--- config.mk ---
export PLATFORM = sky130hd
export DESIGN_NAME = serial2w_regs
export DESIGN_NICKNAME = d
export VERILOG_FILES = /design/src/rtl/s2w_pkg.sv /design/src/rtl/s2w_ctrl_bits.sv /design/src/rtl/s2w_data_reg.sv /design/src/rtl/s2w_stat_reg.sv /design/src/rtl/serial2w_regs.sv
export SDC_FILE = /design/constraint.sdc
export NUM_CORES = 1
export LEC_CHECK = 0
export CORE_ASPECT_RATIO = 1.75
export CORE_MARGIN = 2
export CORE_UTILIZATION = 44
export CTS_CLUSTER_SIZE = 30
export DETAILED_ROUTE_END_ITERATION = 7
export PLACE_DENSITY = 0.95
export REMOVE_ABC_BUFFERS = 1
export SLEW_MARGIN = 20
export SYNTH_ARGS = -nofsm -noshare
export SYNTH_HDL_FRONTEND = slang
export SYNTH_HIERARCHICAL = 1
export SYNTH_SLANG_ARGS = --single-unit
export TNS_END_PERCENT = 20
--- constraint.sdc ---
create_clock -name clk -period 3.51 [get_ports clk]
set_input_delay 0.702 -clock clk [delete_from_list [all_inputs] [get_ports clk]]
set_output_delay 0.702 -clock clk [all_outputs]
set_load 0.03 [all_outputs]
--- src/rtl/s2w_pkg.sv ---
package s2w_pkg;
    localparam int BYTE_W = 8;
    localparam int CODE_W = 5;
    localparam int PS_W   = 2;
    localparam int SEL_W  = 2;

    localparam logic [SEL_W-1:0] SEL_CTRL = 2'd0;
    localparam logic [SEL_W-1:0] SEL_STAT = 2'd1;
    localparam logic [SEL_W-1:0] SEL_DATA = 2'd2;

    localparam int B_DONE = 7;
    localparam int B_STOP = 4;
    localparam int B_COLL = 3;
    localparam int B_EN   = 2;
    localparam int B_IE   = 0;

    localparam logic [CODE_W-1:0] CODE_IDLE = '1;
    localparam logic [BYTE_W-1:0] DATA_RST  = '1;

    typedef struct packed {
        logic clr_done;
        logic stop;
        logic en;
        logic ie;
    } ctrl_wr_t;

    typedef struct packed {
        logic done;
        logic stop;
        logic en;
        logic ie;
        logic abort;
        logic slv_rst;
    } ctrl_st_t;

    typedef struct packed {
        logic [BYTE_W-1:0] data;
        logic              coll;
    } data_st_t;

    typedef struct packed {
        logic [CODE_W-1:0] code;
        logic [PS_W-1:0]   ps;
    } stat_st_t;
endpackage

--- src/rtl/s2w_ctrl_bits.sv ---
module s2w_ctrl_bits
    import s2w_pkg::*;
(
    input  logic     clk,
    input  logic     rst_n,
    input  logic     wr,
    input  ctrl_wr_t wbits,
    input  logic     eng_master,
    input  logic     eng_done,
    input  logic     eng_stop_done,
    output ctrl_st_t st
);
    ctrl_st_t st_d, st_q;

    always_comb begin
        st_d         = st_q;
        st_d.abort   = 1'b0;
        st_d.slv_rst = 1'b0;
        if (eng_done)
            st_d.done = 1'b1;
        else if (wr && wbits.clr_done)
            st_d.done = 1'b0;
        if (eng_stop_done)
            st_d.stop = 1'b0;
        if (wr) begin
            st_d.en = wbits.en;
            st_d.ie = wbits.ie;
            if (st_q.en && !wbits.en)
                st_d.abort = 1'b1;
            if (wbits.stop) begin
                if (eng_master)
                    st_d.stop = 1'b1;
                else
                    st_d.slv_rst = 1'b1;
            end
        end
        if (!st_d.en)
            st_d.stop = 1'b0;
    end

    always_ff @(posedge clk) begin
        if (!rst_n)
            st_q <= '0;
        else
            st_q <= st_d;
    end

    assign st = st_q;

    assert_stop_clear_R2: assert property (@(posedge clk) disable iff (!rst_n)
        (st_q.stop && eng_stop_done && !(wr && wbits.stop)) |=> !st_q.stop);

    assert_slave_pulse_R3: assert property (@(posedge clk) disable iff (!rst_n)
        st_q.slv_rst |=> !st_q.slv_rst);

    assert_abort_on_fall_R6: assert property (@(posedge clk) disable iff (!rst_n)
        $fell(st_q.en) |-> (st_q.abort && !st_q.stop));

    assert_done_set_R11: assert property (@(posedge clk) disable iff (!rst_n)
        eng_done |=> st_q.done);
endmodule

--- src/rtl/s2w_data_reg.sv ---
module s2w_data_reg
    import s2w_pkg::*;
(
    input  logic              clk,
    input  logic              rst_n,
    input  logic              wr,
    input  logic [BYTE_W-1:0] wdata,
    input  logic              done,
    input  logic              rx_vld,
    input  logic [BYTE_W-1:0] rx_byte,
    output data_st_t          st
);
    data_st_t st_d, st_q;

    always_comb begin
        st_d = st_q;
        if (wr) begin
            if (done) begin
                st_d.data = wdata;
                st_d.coll = 1'b0;
            end else begin
                st_d.coll = 1'b1;
            end
        end
        if (rx_vld)
            st_d.data = rx_byte;
    end

    always_ff @(posedge clk) begin
        if (!rst_n) begin
            st_q.data <= DATA_RST;
            st_q.coll <= 1'b0;
        end else begin
            st_q <= st_d;
        end
    end

    assign st = st_q;

    assert_collision_hold_R4: assert property (@(posedge clk) disable iff (!rst_n)
        (wr && !done && !rx_vld) |=> (st_q.coll && $stable(st_q.data)));

    assert_write_ok_R5: assert property (@(posedge clk) disable iff (!rst_n)
        (wr && done && !rx_vld) |=> (!st_q.coll && st_q.data == $past(wdata)));

    assert_rx_priority_R10: assert property (@(posedge clk) disable iff (!rst_n)
        rx_vld |=> st_q.data == $past(rx_byte));
endmodule

--- src/rtl/s2w_stat_reg.sv ---
module s2w_stat_reg
    import s2w_pkg::*;
(
    input  logic              clk,
    input  logic              rst_n,
    input  logic              wr,
    input  logic [PS_W-1:0]   wps,
    input  logic              code_vld,
    input  logic [CODE_W-1:0] code,
    output stat_st_t          st
);
    stat_st_t st_d, st_q;

    always_comb begin
        st_d = st_q;
        if (wr)
            st_d.ps = wps;
        if (code_vld)
            st_d.code = code;
    end

    always_ff @(posedge clk) begin
        if (!rst_n) begin
            st_q.code <= CODE_IDLE;
            st_q.ps   <= '0;
        end else begin
            st_q <= st_d;
        end
    end

    assign st = st_q;

    assert_code_hold_R8: assert property (@(posedge clk) disable iff (!rst_n)
        !code_vld |=> $stable(st_q.code));

    assert_prescale_load_R8: assert property (@(posedge clk) disable iff (!rst_n)
        wr |=> st_q.ps == $past(wps));
endmodule

--- src/rtl/serial2w_regs.sv ---
module serial2w_regs
    import s2w_pkg::*;
(
    input  logic        clk,
    input  logic        rst_n,
    input  logic [1:0]  host_sel,
    input  logic        host_wr,
    input  logic [7:0]  host_wdata,
    output logic [7:0]  host_rdata,
    input  logic        glob_irq_en,
    input  logic        eng_master,
    input  logic        eng_done,
    input  logic        eng_stop_done,
    input  logic        eng_code_vld,
    input  logic [4:0]  eng_code,
    input  logic        eng_rx_vld,
    input  logic [7:0]  eng_rx_byte,
    output logic        if_enable,
    output logic        stop_req,
    output logic        slave_reset,
    output logic        abort,
    output logic        irq_req,
    output logic [1:0]  prescale_sel,
    output logic [7:0]  tx_byte
);
    logic     wr_ctrl, wr_stat, wr_data;
    ctrl_wr_t cw;
    ctrl_st_t cst;
    data_st_t dst;
    stat_st_t sst;
    logic [BYTE_W-1:0] ctrl_view, stat_view;

    assign wr_ctrl = host_wr && (host_sel == SEL_CTRL);
    assign wr_stat = host_wr && (host_sel == SEL_STAT);
    assign wr_data = host_wr && (host_sel == SEL_DATA);

    assign cw.clr_done = host_wdata[B_DONE];
    assign cw.stop     = host_wdata[B_STOP];
    assign cw.en       = host_wdata[B_EN];
    assign cw.ie       = host_wdata[B_IE];

    s2w_ctrl_bits i_ctrl (
        .clk(clk), .rst_n(rst_n), .wr(wr_ctrl), .wbits(cw),
        .eng_master(eng_master), .eng_done(eng_done),
        .eng_stop_done(eng_stop_done), .st(cst)
    );

    s2w_data_reg i_data (
        .clk(clk), .rst_n(rst_n), .wr(wr_data), .wdata(host_wdata),
        .done(cst.done), .rx_vld(eng_rx_vld), .rx_byte(eng_rx_byte), .st(dst)
    );

    s2w_stat_reg i_stat (
        .clk(clk), .rst_n(rst_n), .wr(wr_stat), .wps(host_wdata[PS_W-1:0]),
        .code_vld(eng_code_vld), .code(eng_code), .st(sst)
    );

    always_comb begin
        ctrl_view         = '0;
        ctrl_view[B_DONE] = cst.done;
        ctrl_view[B_STOP] = cst.stop;
        ctrl_view[B_COLL] = dst.coll;
        ctrl_view[B_EN]   = cst.en;
        ctrl_view[B_IE]   = cst.ie;
        stat_view         = {sst.code, 1'b0, sst.ps};
        case (host_sel)
            SEL_CTRL: host_rdata = ctrl_view;
            SEL_STAT: host_rdata = stat_view;
            SEL_DATA: host_rdata = dst.data;
            default:  host_rdata = '0;
        endcase
    end

    assign if_enable    = cst.en;
    assign stop_req     = cst.stop;
    assign slave_reset  = cst.slv_rst;
    assign abort        = cst.abort;
    assign irq_req      = cst.ie && glob_irq_en && cst.done;
    assign prescale_sel = sst.ps;
    assign tx_byte      = dst.data;

    assert_reserved_zero_R9: assert property (@(posedge clk) disable iff (!rst_n)
        (host_sel == SEL_CTRL) |-> (host_rdata[6:5] == 2'b00 && host_rdata[1] == 1'b0));

    assert_irq_needs_flag_R7: assert property (@(posedge clk) disable iff (!rst_n)
        irq_req |-> (glob_irq_en && cst.done));
endmodule

# After elaboration in Yosys (flattened, before gate mapping)
# Index checks and enable logic that the tools add are counted.
# op_classes
eq_ne	2
n_mux	14
n_reduce_logical	16
# op_table
op	n
8-bit case mux with 3 select lines	1
8-bit 2-to-1 mux	2
1-bit 2-to-1 mux	9
9-bit 2-to-1 mux	1
1-bit logical AND	7
2-bit AND reduction	3
2-bit nonzero test	3
5-bit 2-to-1 mux	1
3-bit AND reduction	1
2-bit by 1-bit equality test with 1-bit output (second input constant)	1
2-bit equality test (second input constant)	1
2-bit zero test	1
1-bit zero test	1
# word_totals
regBits	22
inputBits	32
output_inout_bits	23
word_cells	42

# Depth between registers and ports, before layout
# depth
ltp_word	5
ltp_mapped	6
depth_no_buf	4

# Modules after synthesis
# Netlist, hierarchy kept.
# modules_own_cells
mod	n_inst	cells_per_inst	area_each_um2	seq_area_each_um2
s2w_data_reg	1	50	515.5	180.2
s2w_stat_reg	1	22	252.7	140.1
s2w_ctrl_bits	1	19	209.0	120.1
serial2w_regs	1	22	200.2	0.0

# Least setup slack after synthesis
# No wires, ideal clock.
# synth_timing
kind	input port to output port
start	input host_sel[1]
end	output host_rdata[0]
arrival_ns	1.456
required_time_ns	2.808
setup_slack_ns	1.352
stages	3
path_buffers	1
cell_sequence	buf_6 mux2i_1 o2bb2ai_1
# synth_via
elab_chain_cells	2
elab_cells_between_ends	4
cone_classes	2 x eq/ne; 1 x mux; 1 x reduce/logical
# synth_lines
item	line_no	source
from (decl)	serial2w_regs.sv:6	input logic [1:0] host_sel,
2-bit equality test, or another cell as far along	serial2w_regs.sv:66	case (host_sel)
8-bit case mux with 3 select lines *	serial2w_regs.sv:66	
to (decl)	serial2w_regs.sv:9	output logic [7:0] host_rdata,
# Every way passes the cells marked *; elsewhere a longest branch is shown, timed or not.

# Worst setup path in the final report
# layout_timing
start	input host_sel[1]
end	output host_rdata[7]
# Same word-level chain as after synthesis.

==> out/summary.txt <==
leakage: 0.652 nW
CP max FO: 8
fmax: 0.312 GHz
RSZ-0062 raised after global routing: no
post-CTS setup buffer count: 0
Worst path slowest cell: clkdlybuf4s50_1
Main synth FF type: dfxtp_1
antenna viol nets, final: 0
Initial DRC Count: 25
multi-input logic area: 641 um2
largest vdd supply drop: 0.000275 V
CP Launch Type: input port
reg2reg start: i_ctrl/st[5]
Area Growth Syn to Fin: 46.8%
synth warn: 6
CTS HTree Levels: 1
Cell Area, Synth: 0.00118 mm2
CTS hold repair buffers: 0
CP endpoint kind: output pin
post-DR wirelength/cell: 18.3 um
gp weighted congestion: 0.786
clk_lat worst skew: 270 ps
Cells after DPL: 185
worst-case reg-to-reg path depth: 2
DRC: 0
num rows: 24
final-layout fill cell count: 225
power per cell area: 367 mW/mm2
Initial Util: 46.7%
Routed WL: 3460 um
Reg clk slew, reported paths: 80 ps
status: finished clean
Clock Root Buffer: clkbuf_8
vias in the first global route: 1182
Vias: 1119
Post-DP HPWL: 2530 um
overall global routing resource usage: 23.3%
minimum clock period: 3210 ps
Critical Path Max Stage Delay: 700 ps
CTS resizes: 0
WP data arrival: 2500 ps
CTS Buf Count: 3
setup TNS: 0 ps
clock sink count: 22
worst-margin pin slew: 811 ps
Final Slew Violations: 0
Reg2Reg Setup Slack: 2300 ps
CTS max path bufs: 2
Final Non-Filler Cells: 189
synthesized area per cell: 10.4 um2
I/O pin cnt: 55
antenna cell count: 0
Port Buf Inserts: 54
fin crit share: 91.3%
TritonCTS clock tree: yes
initial antenna violation count: 0
# nets final: 196
Distinct cells, synth: 27
area of the core: 0.00252 mm2
first-pass GRT wire length: 5390 um
Worst Setup SP: host_sel[1]
Slew headroom: 45.8%
Max Cap Viol: 0
CP Cell Sequence: clkdlybuf4s50_1 -> buf_4 -> nor2b_4 -> o2bb2ai_1 -> clkdlybuf4s50_1
worst min-delay path class: flop to flop
Setup Skew: 2.96 ps
Worst path most repeated cell: clkdlybuf4s50_1
sequential cell area: 440 um2
die area: 0.00312 mm2
share of post-route cells with drive strength above 1: 11.0%
RR Endpoint: i_data/st[1]
largest net degree at the start of global routing: 25
Async S/R FF share, synth: 0%
sequential-to-total area share from yosys stat: 37.4%
Worst Path Class, Setup: input port to output pin
# setup viols final: 0
flops & latches, synth: 22
Final Hold Fails: 0
Crit path required time: 2810 ps
Die Y: 72.4 um
grt total ovfl: 0
number of synthesized flops with an enable pin: 0
die width: 43.1 um
Setup crit end: host_rdata[7]
Synth Instances: 113
total iterations of the first detailed-routing run: 5
Vias/cell: 5.92
logic make-up (layout without fill, tap and decap cells):
logic type	count (synthesis)	after routing	synth area share [%]
AND/OR/NAND/NOR	47	47	24.3
buffers and inverters	11	61	8.18
multiplexers	14	14	11.9
AO/OA/AOI/OAI	19	19	18.2
flip-flops	22	22	37.4
cell type report:
cell class / count / share of cell area (%)
multi-input combinational: 80 / 37.1
timing repair buffer: 56 / 32.2
sequential: 22 / 25.5
clock buffer: 4 / 3.19
tap: 26 / 1.88
inverter: 1 / 0.217
registers in the layout (all words and copies together) (netlist names):
register / flops
i_stat/st: 7
i_ctrl/st: 6
i_data/st: 9
critical path: cells and delay by family:
kind | cells | cell delay, ps
compound gates | 1 | 170
simple gates | 1 | 240
buf+inv | 3 | 1390
cells in the final DEF (no fill, tap or decap):
cell type,instances
clkdlybuf4s50_1,54
inv_1,1
nor2b_1,2
o21ai_0,1
and3_1,1
a211oi_2,1
nor2_1,4
nand2_1,14
and3b_1,1
a21boi_0,1
nand4b_1,8
dfxtp_1,22
nor2b_4,1
clkbuf_8,4
o2bb2ai_1,4
nand2b_1,9
and2_4,1
nand3_1,1
a22o_1,3
o2111ai_2,8
nor2b_2,1
mux2i_1,14
nor3b_1,3
buf_4,2
and2_1,1
o21a_1,1
Yosys cell counts, types with 2 or more instances:
| library cell | number | area share, % |
|---|---|---|
| o2111ai_2 | 8 | 10 |
| nand2_1 | 14 | 4.5 |
| mux2i_1 | 14 | 12 |
| nor2b_1 | 2 | 1.1 |
| o2bb2ai_1 | 4 | 3.0 |
| dfxtp_1 | 22 | 37 |
| nor3b_1 | 3 | 1.9 |
| nand4b_1 | 8 | 6.0 |
| a22o_1 | 3 | 2.2 |
| nand2b_1 | 9 | 4.8 |
| nor2_1 | 4 | 1.3 |
| buf_6 | 7 | 6.7 |
where the power goes:
group	internal, mW	switching [mW]
clock	0.100	0.0916
combinational	0.0854	0.0817
sequential	0.263	0.0127
total	0.449	0.186
per-stage QoR:
stage / hold slack [ps] / area (um2) / total power [mW] / setup WS, ps / util (%)
final: 483 / 1730 / 0.635 / 305 / 68.5
after floorplan: 441 / 1080 / 0.354 / 1490 / -
after global routing: 515 / 1730 / 0.652 / 233 / 68.5
after detailed placement: 460 / 1670 / 0.446 / 337 / 66.3
after global placement: 455 / 1670 / 0.442 / 360 / 66.3
after CTS: 483 / 1730 / 0.635 / 311 / 68.5
worst min path at each step:
stage	startpoint	endpoint	slack, ps	cells past startpoint
after floorplan	i_stat/st[2]	i_stat/st[2]	440	2
after global placement	i_stat/st[3]	i_stat/st[3]	450	2
after detailed placement	i_stat/st[4]	i_stat/st[4]	460	2
after CTS	i_stat/st[4]	i_stat/st[4]	480	2
after global routing	i_stat/st[4]	i_stat/st[4]	510	2
final	i_stat/st[4]	i_stat/st[4]	480	2
per-layer routing:
layer | GRT usage, % | vias up | share of wire [%]
met3 | 3.73 | 14 | 4.3
met5 | 0 | - | 0
met1 | 24.2 | 549 | 36
met2 | 41.1 | 48 | 55
met4 | 16.2 | 0 | 4.2
li1 | - | 508 | -
No activity file was read; power rests on OpenSTA's default activity.
